<file path="src/rtl/ata_strobe_pkg.sv">
package ata_strobe_pkg;
    localparam int WORD_W   = 32;
    localparam int CNT_W    = 5;
    // field positions inside a timing word
    localparam int DHI_LSB  = 0;
    localparam int HI_W     = 4;
    localparam int DLO_LSB  = 4;
    localparam int LO_W     = 5;
    localparam int CHI_LSB  = 9;
    localparam int CLO_LSB  = 13;
    localparam int DPRE_LSB = 22;
    localparam int CPRE_LSB = 25;
    localparam int PRE_W    = 3;

    typedef enum logic [1:0] {PH_IDLE, PH_SETUP, PH_ACTIVE, PH_RECOVER} phase_e;

    typedef struct packed {
        logic [PRE_W-1:0] pre;
        logic [LO_W-1:0]  low;
        logic [HI_W-1:0]  high;
    } phase_set_t;
endpackage

</file>
<file path="src/rtl/ata_tword_bank.sv">
module ata_tword_bank
    import ata_strobe_pkg::*;
#(
    parameter int                 NUM_DEV    = 2,
    parameter int                 ADDR_W     = 8,
    parameter logic [ADDR_W-1:0]  CFG_BASE   = 'h40,
    parameter int                 CHAN       = 0,
    parameter logic [WORD_W-1:0]  RESET_WORD = '0
) (
    input  logic                              clk,
    input  logic                              rst_n,
    input  logic                              cfg_we,
    input  logic [ADDR_W-1:0]                 cfg_addr,
    input  logic [WORD_W-1:0]                 cfg_wdata,
    output logic [NUM_DEV-1:0][WORD_W-1:0]    words
);
    logic [NUM_DEV-1:0][WORD_W-1:0] words_d, words_q;

    for (genvar g = 0; g < NUM_DEV; g++) begin : g_slot
        localparam logic [ADDR_W-1:0] SLOT_ADDR = ADDR_W'(CFG_BASE + 4 * (g + NUM_DEV * CHAN));
        always_comb begin
            words_d[g] = words_q[g];
            if (cfg_we && (cfg_addr == SLOT_ADDR))
                words_d[g] = cfg_wdata;
        end
    end

    always_ff @(posedge clk) begin
        if (!rst_n) words_q <= {NUM_DEV{RESET_WORD}};
        else        words_q <= words_d;
    end

    assign words = words_q;
endmodule

</file>
<file path="src/rtl/ata_field_mux.sv">
module ata_field_mux
    import ata_strobe_pkg::*;
(
    input  logic [WORD_W-1:0] word,
    input  logic              use_cmd,
    output phase_set_t        set
);
    logic unused_bits;
    assign unused_bits = ^{word[31:28], word[21:18]};

    always_comb begin
        if (use_cmd) begin
            set.pre  = word[CPRE_LSB +: PRE_W];
            set.low  = word[CLO_LSB  +: LO_W];
            set.high = word[CHI_LSB  +: HI_W];
        end else begin
            set.pre  = word[DPRE_LSB +: PRE_W];
            set.low  = word[DLO_LSB  +: LO_W];
            set.high = word[DHI_LSB  +: HI_W];
        end
    end
endmodule

</file>
<file path="src/rtl/ata_strobe_seq.sv">
module ata_strobe_seq
    import ata_strobe_pkg::*;
#(
    parameter int DEV_W = 1
) (
    input  logic             clk,
    input  logic             rst_n,
    input  logic             req_valid,
    input  logic             req_cmd,
    input  logic             req_write,
    input  logic [DEV_W-1:0] req_dev,
    input  phase_set_t       fresh_set,
    output logic             req_ready,
    output logic             dior_n,
    output logic             diow_n,
    output logic             cycle_done
);
    typedef struct packed {
        phase_e             ph;
        logic [CNT_W-1:0]   cnt;
        phase_set_t         set;
        logic               wr;
        logic               cmd;
        logic [DEV_W-1:0]   dev;
    } seq_t;

    seq_t st_d, st_q;
    logic done_c, ready_c, accept_c, cont_c;

    always_comb begin
        st_d     = st_q;
        done_c   = (st_q.ph == PH_RECOVER) && (st_q.cnt == '0);
        ready_c  = (st_q.ph == PH_IDLE) || done_c;
        accept_c = req_valid && ready_c;
        cont_c   = done_c && (req_dev == st_q.dev) && (req_cmd == st_q.cmd);

        case (st_q.ph)
            PH_SETUP: begin
                if (st_q.cnt == '0) begin
                    st_d.ph  = PH_ACTIVE;
                    st_d.cnt = CNT_W'(st_q.set.low);
                end else st_d.cnt = st_q.cnt - 1'b1;
            end
            PH_ACTIVE: begin
                if (st_q.cnt == '0) begin
                    st_d.ph  = PH_RECOVER;
                    st_d.cnt = CNT_W'(st_q.set.high);
                end else st_d.cnt = st_q.cnt - 1'b1;
            end
            PH_RECOVER: begin
                if (st_q.cnt == '0) st_d.ph = PH_IDLE;
                else                st_d.cnt = st_q.cnt - 1'b1;
            end
            default: ;
        endcase

        if (accept_c) begin
            st_d.wr  = req_write;
            st_d.cmd = req_cmd;
            st_d.dev = req_dev;
            if (cont_c) begin
                st_d.ph  = PH_ACTIVE;
                st_d.cnt = CNT_W'(st_q.set.low);
            end else begin
                st_d.set = fresh_set;
                st_d.ph  = PH_SETUP;
                st_d.cnt = CNT_W'(fresh_set.pre);
            end
        end
    end

    always_ff @(posedge clk) begin
        if (!rst_n) st_q <= '{ph: PH_IDLE, cnt: '0, set: '0, wr: 1'b0, cmd: 1'b0, dev: '0};
        else        st_q <= st_d;
    end

    assign req_ready  = ready_c;
    assign cycle_done = done_c;
    assign dior_n     = !((st_q.ph == PH_ACTIVE) && !st_q.wr);
    assign diow_n     = !((st_q.ph == PH_ACTIVE) &&  st_q.wr);

    AST_FRESH_SETUP: assert property (@(posedge clk) disable iff (!rst_n)
        (st_q.ph == PH_IDLE && req_valid) |=> (dior_n && diow_n));
    AST_DONE_SINGLE: assert property (@(posedge clk) disable iff (!rst_n)
        cycle_done |=> !cycle_done);
    AST_DONE_STROBES_HIGH: assert property (@(posedge clk) disable iff (!rst_n)
        cycle_done |-> (dior_n && diow_n));
    AST_BUSY_IGNORES: assert property (@(posedge clk) disable iff (!rst_n)
        (!req_ready) |=> ($stable(st_q.dev) && $stable(st_q.cmd)));
    AST_SNAPSHOT_HELD: assert property (@(posedge clk) disable iff (!rst_n)
        (st_q.ph != PH_IDLE && !cycle_done) |=> $stable(st_q.set));
endmodule

</file>
<file path="src/rtl/ata_strobe_gen.sv">
module ata_strobe_gen
    import ata_strobe_pkg::*;
#(
    parameter int                 NUM_DEV    = 2,
    parameter int                 ADDR_W     = 8,
    parameter logic [ADDR_W-1:0]  CFG_BASE   = 'h40,
    parameter int                 CHAN       = 0,
    parameter logic [WORD_W-1:0]  RESET_WORD = '0,
    localparam int                DEV_W      = (NUM_DEV > 1) ? $clog2(NUM_DEV) : 1
) (
    input  logic              clk,
    input  logic              rst_n,
    input  logic              cfg_we,
    input  logic [ADDR_W-1:0] cfg_addr,
    input  logic [WORD_W-1:0] cfg_wdata,
    input  logic              req_valid,
    input  logic              req_cmd,
    input  logic              req_write,
    input  logic [DEV_W-1:0]  req_dev,
    output logic              req_ready,
    output logic              dior_n,
    output logic              diow_n,
    output logic              cycle_done
);
    logic [NUM_DEV-1:0][WORD_W-1:0] words;
    phase_set_t                     fresh_set;

    ata_tword_bank #(
        .NUM_DEV(NUM_DEV), .ADDR_W(ADDR_W), .CFG_BASE(CFG_BASE),
        .CHAN(CHAN), .RESET_WORD(RESET_WORD)
    ) u_bank (
        .clk(clk), .rst_n(rst_n), .cfg_we(cfg_we), .cfg_addr(cfg_addr),
        .cfg_wdata(cfg_wdata), .words(words)
    );

    ata_field_mux u_mux (
        .word(words[req_dev]), .use_cmd(req_cmd), .set(fresh_set)
    );

    ata_strobe_seq #(.DEV_W(DEV_W)) u_seq (
        .clk(clk), .rst_n(rst_n), .req_valid(req_valid), .req_cmd(req_cmd),
        .req_write(req_write), .req_dev(req_dev), .fresh_set(fresh_set),
        .req_ready(req_ready), .dior_n(dior_n), .diow_n(diow_n),
        .cycle_done(cycle_done)
    );
endmodule

</file>
<file path="config.mk">
export PLATFORM = sky130hd
export DESIGN_NAME = ata_strobe_gen
export DESIGN_NICKNAME = d
export VERILOG_FILES = /design/src/rtl/ata_strobe_pkg.sv /design/src/rtl/ata_tword_bank.sv /design/src/rtl/ata_field_mux.sv /design/src/rtl/ata_strobe_seq.sv /design/src/rtl/ata_strobe_gen.sv
export SDC_FILE = /design/constraint.sdc
export NUM_CORES = 1
export LEC_CHECK = 0
export ABC_CLOCK_PERIOD_IN_PS = 2400
export BUFFER_PORTS_ARGS = -buffer_cell sky130_fd_sc_hd__buf_4
export CORE_ASPECT_RATIO = 1.25
export CORE_MARGIN = 4
export CORE_UTILIZATION = 40
export DETAILED_ROUTE_END_ITERATION = 8
export PLACE_DENSITY_LB_ADDON = 0.12
export REMOVE_ABC_BUFFERS = 1
export SLEW_MARGIN = 5
export SYNTH_ARGS = -nofsm -noshare
export SYNTH_HDL_FRONTEND = slang
export SYNTH_HIERARCHICAL = 1
export SYNTH_SLANG_ARGS = --single-unit
</file>
<file path="constraint.sdc">
create_clock -name clk -period 2.4 [get_ports clk]
set_clock_uncertainty 0.2 [all_clocks]
set_input_delay 0.48 -clock clk [delete_from_list [all_inputs] [get_ports clk]]
set_output_delay 0.48 -clock clk [all_outputs]
set_load 0.01 [all_outputs]
</file>
==> flow_metrics.tcl <==
set metrics [dict create \
    status "completed" \
    dr.pass1.iters 4 \
    wire_per_inst_um 13.7 \
    required_ps 1720 \
    finalSetupViolCount 0 \
    fin_cells 546 \
    nets 474 \
    cts_buffer_depth 2 \
    die_height_um 114 \
    synth.avg_cell_area_um2 9.59 \
    combPwrFrac_pct 32.8 \
    clkPwrFrac_pct 27.4 \
    htreeDepth 3 \
    syn_inst 377 \
    cts_root_buffer "clkbuf_8" \
    endpoint_kind "primary output" \
    grt_util_all_layers_pct 15.0 \
    worstPathMaxFanout 3 \
    ant_nets 0 \
    wl_met1_um 3350 \
    wl_met2_um 3720 \
    critPathBufInv 2 \
    p_per_area_nw_per_um2 715 \
    min_delay_path_depth 3 \
    io_pins 51 \
    portBuffers 42 \
    layout_commonest_cell "nand2_1" \
    worst_r2r_path_depth 7 \
    worstHoldStart "req_write" \
    p_int_mw 2.04 \
    dr.max_layer_used "met4" \
    dieArea_um2 10600 \
    hp-class "input pin to flip-flop" \
    min_to "u_seq/st_q[2]" \
    mostFrequentLayoutCells "nand2_1, dfxtp_1, buf_4" \
    rr_startpoint "u_seq/st_q[15]" \
    maxSlewHeadroom_pct 59.4 \
    period_share_pct 96.9 \
    drive_above_1_share_pct 27.9 \
    worst_r2r_endpoint "u_seq/st_q[17]" \
    insertion_delay_ps 330 \
    overflow 0 \
    fp-row-count 38 \
    die_w_um 93.0 \
    seqPwrFrac_pct 39.8 \
    cp.arrival_ps 1650 \
    grt_max_degree 46 \
    cts_tree "done" \
    fillers 881 \
    synthToLayoutAreaGrowth_pct 17.4 \
    core-area_um2 8750 \
    grt_pass1_vias 2753 \
    clk_pin_slew_ps 70 \
    cap_violations 0 \
    diodes 0 \
    start_util_pct 41.3 \
    worst_pin_slew_ps 605 \
    routed-wl-met3_um 305 \
    drc 0 \
    cts_buffers 9 \
    switching_share_pct 32.8 \
    peakVddDrop_mv 0.277 \
    path_delay_family "simple AND/OR/NAND/NOR gates" \
    routed_via_density 4.94 \
    antenna_found_initial 0 \
    regArea_um2 1340 \
    path_cells "inv_1, ha_1, or4b_4, nor2_4, buf_4" \
    p_leak_nw 1.85 \
    drtIter0Drc 80 \
    cts_sinks 67 \
    rsz0062_at_grt "true" \
    netSwitchingPower_mw 0.994 \
    hold_viol 0 \
    routed_wl_um 7480 \
    min_period_ps 2330 \
    max_stage_delay_ps 520 \
    grt_pass1_wl_um 12700 \
    slew_violations 0 \
    max_freq_ghz 0.430 \
    slowest_stage "or4b_4" \
    startpoint_type "flip-flop" \
    multi_input_area_um2 2020 \
    fin_area_um2 4250 \
    place_inst 530 \
    r2r_setup_slack_ps 90 \
    yosys_warnings 6 \
    vias 2695 \
    place_congestion 0.830 \
    syn_area_um2 3620 \
    place_hpwl_um 5160 \
    placed_cell_area_um2 4060 \
    critPathKind "flip-flop to primary output" \
]
-- worst reg2reg max path, stage by stage (launching register included) --
cell	delay, ps
dfxtp_1	320
inv_1	60
ha_1	150
or4b_4	520
nor4_4	280
and3b_1	280
a221oi_1	270
a21oi_1	100
-- registers in the layout (all words and copies together), names as in the netlist --
name and cells:
u_bank/words 48, u_seq/st_q 19
-- routing by layer --
metal / up-vias / track usage [%]
met5: - / 0
met4: 0 / 5.38
met3: 7 / 3.29
met2: 51 / 26.1
met1: 1255 / 18.2
li1: 1382 / -
-- cell type report --
type / instances / area share, %
well taps: 120 / 3.54
repair buffers: 62 / 12.4
clock buffers: 14 / 3.83
flip-flops and latches: 67 / 31.6
clock inverters: 2 / 0.236
inverters: 9 / 0.796
multi-input cells: 272 / 47.6
-- metrics by stage --
step	hold slack, ps	worst slack [ps]	setup TNS (ps)	util (%)	total power, mW
4_1_cts	185	15.2	0	48.4	3.06
5_1_grt	201	-7.38	-17.2	48.5	3.22
2_1_floorplan	234	-507	-12330	-	1.78
3_5_place_dp	249	87.2	0	46.4	2.19
3_3_place_gp	244	85.2	0	46.4	2.19
6_report	210	75.0	0	48.5	3.04
-- power groups by stage --
stage	clock (mW)	combinational, mW	sequential (mW)
final	0.833	0.995	1.21
after detailed placement	0	0.961	1.23
after global routing	0.909	1.10	1.21
after CTS	0.873	0.978	1.21
after global placement	0	0.958	1.23
after floorplan	0	0.545	1.24
-- repair_timing --
action | in CTS | in global routing
gates resized for setup | 2 | 2
hold buffers | 0 | 0
endpoints found under the setup margin | 1 | 2
setup buffers | 0 | 0
gates cloned | 0 | 0
-- how the worst max path moves through the flow --
stage / cells past startpoint / startpoint / to
after floorplan: 3 / cfg_addr[1] / u_bank/words[0]
after global placement: 7 / u_seq/st_q[15] / u_seq/st_q[17]
after detailed placement: 7 / u_seq/st_q[15] / u_seq/st_q[17]
after CTS: 6 / u_seq/st_q[15] / req_ready
after global routing: 5 / u_seq/st_q[15] / cycle_done
final: 5 / u_seq/st_q[15] / cycle_done
Note: power is estimated with default switching activity, not from simulation.
